### src/rtl/sgdf_pkg.sv
package sgdf_pkg;

    localparam int ADDR_W     = 32;
    localparam int DATA_W     = 32;
    localparam int CNT_W      = 16;
    localparam int CTL_W      = DATA_W - CNT_W;
    localparam int DESC_BYTES = 8;
    localparam int WORD_BYTES = 4;
    localparam int ALIGN_W    = $clog2(DESC_BYTES);

    typedef enum logic [1:0] {
        FS_IDLE = 2'd0,
        FS_ADDR = 2'd1,
        FS_CNT  = 2'd2
    } fetch_state_e;

    typedef struct packed {
        logic [ADDR_W-1:0] addr;
        logic [CNT_W-1:0]  bytes;
        logic              irq_en;
        logic              burst;
    } list_t;

    typedef struct packed {
        logic [ADDR_W-1:0] page;
        logic [CTL_W-1:0]  ctl;
        logic [CNT_W-1:0]  words;
    } desc_t;

    function automatic logic bytes_whole(input logic [CNT_W-1:0] b);
        return b[ALIGN_W-1:0] == '0;
    endfunction

    function automatic logic [ADDR_W-1:0] align_down(input logic [ADDR_W-1:0] a);
        return {a[ADDR_W-1:ALIGN_W], {ALIGN_W{1'b0}}};
    endfunction

    function automatic desc_t make_desc(input logic [ADDR_W-1:0] page,
                                        input logic [DATA_W-1:0] cnt_word);
        desc_t d;
        d.page  = page;
        d.ctl   = cnt_word[DATA_W-1:CNT_W];
        d.words = cnt_word[CNT_W-1:0];
        return d;
    endfunction

endpackage

### src/rtl/sgdf_list_regs.sv
module sgdf_list_regs
    import sgdf_pkg::*;
(
    input  logic  clk,
    input  logic  rst,
    input  logic  wr,
    input  list_t wr_list,
    input  logic  fetch_adv,
    output list_t cur,
    output logic  nxt_empty,
    output logic  err,
    output logic  irq
);

    localparam logic [CNT_W-1:0]  STEP_BYTES = CNT_W'(DESC_BYTES);
    localparam logic [ADDR_W-1:0] STEP_ADDR  = ADDR_W'(DESC_BYTES);

    list_t nxt_q;
    list_t cur_q;
    logic  nxt_full_q;
    logic  err_q;
    logic  irq_q;
    logic  accept;
    logic  promote;

    assign accept  = wr && bytes_whole(wr_list.bytes) && !nxt_full_q;
    assign promote = nxt_full_q && (cur_q.bytes == '0);

    always_ff @(posedge clk) begin
        if (rst) begin
            nxt_q      <= '0;
            cur_q      <= '0;
            nxt_full_q <= 1'b0;
            err_q      <= 1'b0;
            irq_q      <= 1'b0;
        end else begin
            if (wr) begin
                err_q <= !accept;
            end
            if (accept) begin
                nxt_q        <= wr_list;
                nxt_q.addr   <= align_down(wr_list.addr);
                nxt_full_q   <= 1'b1;
                irq_q        <= 1'b0;
            end else if (promote) begin
                cur_q      <= nxt_q;
                nxt_full_q <= 1'b0;
                if (nxt_q.irq_en) begin
                    irq_q <= 1'b1;
                end
            end
            if (fetch_adv && !promote) begin
                cur_q.addr  <= cur_q.addr + STEP_ADDR;
                cur_q.bytes <= cur_q.bytes - STEP_BYTES;
            end
        end
    end

    assign cur       = cur_q;
    assign nxt_empty = !nxt_full_q;
    assign err       = err_q;
    assign irq       = irq_q;

endmodule

### src/rtl/sgdf_fetch_fsm.sv
module sgdf_fetch_fsm
    import sgdf_pkg::*;
(
    input  logic              clk,
    input  logic              rst,
    input  logic [ADDR_W-1:0] cur_addr,
    input  logic [CNT_W-1:0]  cur_bytes,
    input  logic              mn_empty,
    output logic              mem_req,
    output logic [ADDR_W-1:0] mem_addr,
    input  logic              mem_rvalid,
    input  logic [DATA_W-1:0] mem_rdata,
    output logic              load,
    output desc_t             desc
);

    localparam logic [ADDR_W-1:0] CNT_OFS = ADDR_W'(WORD_BYTES);

    fetch_state_e      state_q;
    fetch_state_e      state_d;
    logic [ADDR_W-1:0] page_q;

    always_comb begin
        state_d  = state_q;
        mem_req  = 1'b0;
        mem_addr = cur_addr;
        load     = 1'b0;
        unique case (state_q)
            FS_IDLE: begin
                if ((cur_bytes != '0) && mn_empty) begin
                    state_d = FS_ADDR;
                end
            end
            FS_ADDR: begin
                mem_req = 1'b1;
                if (mem_rvalid) begin
                    state_d = FS_CNT;
                end
            end
            FS_CNT: begin
                mem_req  = 1'b1;
                mem_addr = cur_addr + CNT_OFS;
                if (mem_rvalid) begin
                    load    = 1'b1;
                    state_d = FS_IDLE;
                end
            end
            default: state_d = FS_IDLE;
        endcase
    end

    always_ff @(posedge clk) begin
        if (rst) begin
            state_q <= FS_IDLE;
            page_q  <= '0;
        end else begin
            state_q <= state_d;
            if ((state_q == FS_ADDR) && mem_rvalid) begin
                page_q <= mem_rdata;
            end
        end
    end

    assign desc = make_desc(page_q, mem_rdata);

endmodule

### src/rtl/sgdf_main_next.sv
module sgdf_main_next
    import sgdf_pkg::*;
(
    input  logic  clk,
    input  logic  rst,
    input  logic  load,
    input  desc_t desc_in,
    input  logic  take,
    output desc_t desc_out,
    output logic  empty
);

    desc_t desc_q;
    logic  full_q;

    always_ff @(posedge clk) begin
        if (rst) begin
            desc_q <= '0;
            full_q <= 1'b0;
        end else if (load) begin
            desc_q <= desc_in;
            full_q <= 1'b1;
        end else if (take) begin
            full_q <= 1'b0;
        end
    end

    assign desc_out = desc_q;
    assign empty    = !full_q;

endmodule

### src/rtl/sg_desc_fetch.sv
module sg_desc_fetch
    import sgdf_pkg::*;
(
    input  logic              clk,
    input  logic              rst,
    input  logic              sg_wr,
    input  logic [ADDR_W-1:0] sg_wr_addr,
    input  logic [CNT_W-1:0]  sg_wr_bytes,
    input  logic              sg_wr_irq_en,
    input  logic              sg_wr_burst,
    output logic              sg_nxt_empty,
    output logic              sg_err,
    output logic              sg_irq,
    output logic              sg_burst,
    output logic              mem_req,
    output logic [ADDR_W-1:0] mem_addr,
    input  logic              mem_rvalid,
    input  logic [DATA_W-1:0] mem_rdata,
    output logic [ADDR_W-1:0] mn_nxt_addr,
    output logic [CTL_W-1:0]  mn_nxt_ctl,
    output logic [CNT_W-1:0]  mn_nxt_cnt,
    output logic              mn_nxt_empty,
    input  logic              mn_take,
    input  logic              mv_busy,
    output logic              mn_idle
);

    list_t wr_list;
    list_t cur_list;
    logic  entry_load;
    desc_t fetched;
    desc_t mn_desc;

    always_comb begin
        wr_list.addr   = sg_wr_addr;
        wr_list.bytes  = sg_wr_bytes;
        wr_list.irq_en = sg_wr_irq_en;
        wr_list.burst  = sg_wr_burst;
    end

    sgdf_list_regs u_list (
        .clk       (clk),
        .rst       (rst),
        .wr        (sg_wr),
        .wr_list   (wr_list),
        .fetch_adv (entry_load),
        .cur       (cur_list),
        .nxt_empty (sg_nxt_empty),
        .err       (sg_err),
        .irq       (sg_irq)
    );

    sgdf_fetch_fsm u_fetch (
        .clk        (clk),
        .rst        (rst),
        .cur_addr   (cur_list.addr),
        .cur_bytes  (cur_list.bytes),
        .mn_empty   (mn_nxt_empty),
        .mem_req    (mem_req),
        .mem_addr   (mem_addr),
        .mem_rvalid (mem_rvalid),
        .mem_rdata  (mem_rdata),
        .load       (entry_load),
        .desc       (fetched)
    );

    sgdf_main_next u_mnext (
        .clk      (clk),
        .rst      (rst),
        .load     (entry_load),
        .desc_in  (fetched),
        .take     (mn_take),
        .desc_out (mn_desc),
        .empty    (mn_nxt_empty)
    );

    assign sg_burst    = cur_list.burst;
    assign mn_nxt_addr = mn_desc.page;
    assign mn_nxt_ctl  = mn_desc.ctl;
    assign mn_nxt_cnt  = mn_desc.words;
    assign mn_idle     = mn_nxt_empty && !mv_busy;

endmodule

### config.mk
export PLATFORM = sky130hd
export DESIGN_NAME = sg_desc_fetch
export DESIGN_NICKNAME = d
export VERILOG_FILES = /design/src/rtl/sgdf_pkg.sv /design/src/rtl/sgdf_list_regs.sv /design/src/rtl/sgdf_fetch_fsm.sv /design/src/rtl/sgdf_main_next.sv /design/src/rtl/sg_desc_fetch.sv
export SDC_FILE = /design/constraint.sdc
export NUM_CORES = 1
export LEC_CHECK = 0
export ABC_CLOCK_PERIOD_IN_PS = 3850
export BUFFER_PORTS_ARGS = -buffer_cell sky130_fd_sc_hd__buf_2
export CORE_ASPECT_RATIO = 1.75
export CORE_MARGIN = 2
export CORE_UTILIZATION = 40
export CTS_CLUSTER_SIZE = 12
export DETAILED_ROUTE_END_ITERATION = 10
export GPL_TIMING_DRIVEN = 0
export HOLD_SLACK_MARGIN = 0.02
export SLEW_MARGIN = 20
export SYNTH_ARGS = -nofsm -noshare
export SYNTH_HDL_FRONTEND = slang
export SYNTH_HIERARCHICAL = 1
export SYNTH_SLANG_ARGS = --single-unit
### constraint.sdc
create_clock -name clk -period 3.85 [get_ports clk]
set_clock_uncertainty 0.1 [all_clocks]
set_input_delay 0.1925 -clock clk [delete_from_list [all_inputs] [get_ports clk]]
set_output_delay 0.1925 -clock clk [all_outputs]
set_load 0.02 [all_outputs]
==> results.json <==
{
  "outcome": "finished clean",
  "fin_nets": 1369,
  "grt_pass1_wl_um": 38900,
  "final_common_cell": "dfxtp_1",
  "drt-total-wl_um": 25200,
  "diodes": 0,
  "num_rows": 71,
  "initial_core_util_pct": 40.4,
  "worstMarginPinSlew_ns": 0.756,
  "stdcell_area_um2": 11200,
  "grt_max_degree": 18,
  "p_clk_share_pct": 31.3,
  "nFillCells": 2043,
  "p_int_uw": 3740,
  "area_growth_syn_to_layout_pct": 30.6,
  "routabilityCongestion": 0.869,
  "powerDensity_nw_per_um2": 495,
  "finalSetupViolCount": 0,
  "cp_max_fo": 10,
  "seqPwrFrac_pct": 42.9,
  "drtIter0Drc": 370,
  "die_h_um": 198,
  "netlist_instances": 986,
  "layout_common_cells": "dfxtp_1, buf_2, nand2_1, nor2_1, a21oi_1",
  "post_cts_resize_count": 0,
  "clock_path_buffers": 2,
  "io_pins": 191,
  "p_sw_uw": 1830,
  "hold_viol_final": 0,
  "dp_hpwl_um": 18900,
  "cts_inserted_buffers": 17,
  "period_share_pct": 73.0,
  "fin_total_pwr_uw": 5570,
  "die_w_um": 115,
  "remaining_drc_errors": 0,
  "cts.htree.levels": 4,
  "finalWorstSetupSlack_ns": 1.04,
  "hold_class": "primary input to flip-flop",
  "layout_min_cycle_time_ns": 2.81,
  "worstPathArrival_ns": 3.08,
  "crit_path_end_kind": "flip-flop",
  "insertion_delay_ns": 0.44,
  "grt_pass1_vias": 7724,
  "syn_area_um2": 8610,
  "cap_viol_max_count": 0,
  "drv_slew": 0,
  "cp.required_ns": 4.12,
  "wl_per_cell_um": 16.4,
  "grt_usage_pct": 22.2,
  "antenna_found_initial": 0,
  "ant_nets": 0,
  "switching_share_pct": 32.8,
  "die_area_um2": 22800,
  "root_buffer": "clkbuf_16",
  "core_area_um2": 21300,
  "critPathLaunchType": "flip-flop",
  "finalNonFillerCells": 1540,
  "drtPass1Iterations": 5,
  "vias": 7773,
  "critPathKind": "flip-flop to flip-flop",
  "synth.yosys.warnings": 6,
  "power_frac_comb_pct": 25.8,
  "relSlewSlack_pct": 49.1,
  "grt_setup_unrepaired": "no",
  "ir_drop_mv": 0.350,
  "via_per_inst": 5.05,
  "power_leakage_uw": 0.00456,
  "place_area_um2": 9860,
  "cts_tree": "yes",
  "place_inst": 1427,
  "grt_overflow": 0,
  "fin_tns_setup_ns": 0,
  "placement.io_buffers": 184,
  "max_freq_ghz": 0.356,
  "layout-drive-gt1-share_pct": 22.2,
  "dpl_worst_slack_ns": 1.00,
  "clkTransAtPathRegs_ns": 0.07,
  "syn_avg_cell_area_um2": 8.74,
  "clkSinkCount": 195
}
cell type report:
| cell class | count | area (um2) | area share (%) |
|---|---|---|---|
| sequential | 195 | 3900 | 34.7 |
| buffer | 96 | 608 | 5.41 |
| tap | 255 | 319 | 2.84 |
| timing repair buffer | 266 | 1740 | 15.5 |
| clock inverter | 13 | 125 | 1.11 |
| clock buffer | 18 | 439 | 3.91 |
| multi-input combinational | 689 | 4080 | 36.3 |
| inverter | 8 | 30.0 | 0.267 |
critical path: stages, from the launching register on:
cell	delay (ns)
dfxtp_1	0.35
inv_1	0.12
ha_1	0.15
buf_4	0.17
and2_1	0.27
buf_2	0.30
nor3b_1	0.43
nand3_1	0.18
or3_1	0.36
xor2_1	0.15
a21boi_0	0.15
state kept, by name, summed over array words and instances (netlist names):
signal	cells
u_list/err	1
u_mnext/desc_out	64
u_mnext/full_q	1
u_fetch/state_q	2
u_list/nxt_q	47
u_list/irq	1
u_fetch/page_q	32
u_list/nxt_full_q	1
u_list/cur	46
power by group through the flow:
stage / Sequential [uW] / Clock, uW / Combinational (uW)
2_1_floorplan: 2430 / 0 / 954
3_3_place_gp: 2430 / 0 / 1360
3_5_place_dp: 2430 / 0 / 1380
4_1_cts: 2390 / 1790 / 1450
5_1_grt: 2420 / 1860 / 1580
6_report: 2390 / 1740 / 1440
through the flow:
step / hold slack (ns) / utilization [%]
floorplan: 0.203 / -
global placement: 0.320 / 46.3
detailed placement: 0.328 / 46.3
CTS: 0.0881 / 52.7
global route: 0.106 / 52.7
finish: 0.101 / 52.7
repair_timing:
action	CTS	global route
setup endpoints to repair	0	0
hold buffers	82	0
setup buffers	0	0
endpoints found under the hold margin	113	0
path summary, 6_finish.rpt:
| check | from | endpoint | slack, ns | cells past startpoint |
|---|---|---|---|---|
| max reg2reg | u_fetch/state_q[0] | u_list/cur[14] | 1.04 | 10 |
| min | rst | u_mnext/desc_out[2] | 0.10 | 2 |
| min reg2reg | u_fetch/page_q[15] | u_fetch/page_q[15] | 0.35 | 2 |
| max | u_fetch/state_q[0] | u_list/cur[14] | 1.04 | 10 |
routing by layer:
layer	vias up	wire length [um]	track usage, %
met3	53	1070	4.87
met4	0	1120	12.0
met2	218	14000	43.2
met5	-	0	0
met1	3630	8960	20.9
li1	3872	-	-
No activity file was read; power rests on OpenSTA's default activity.
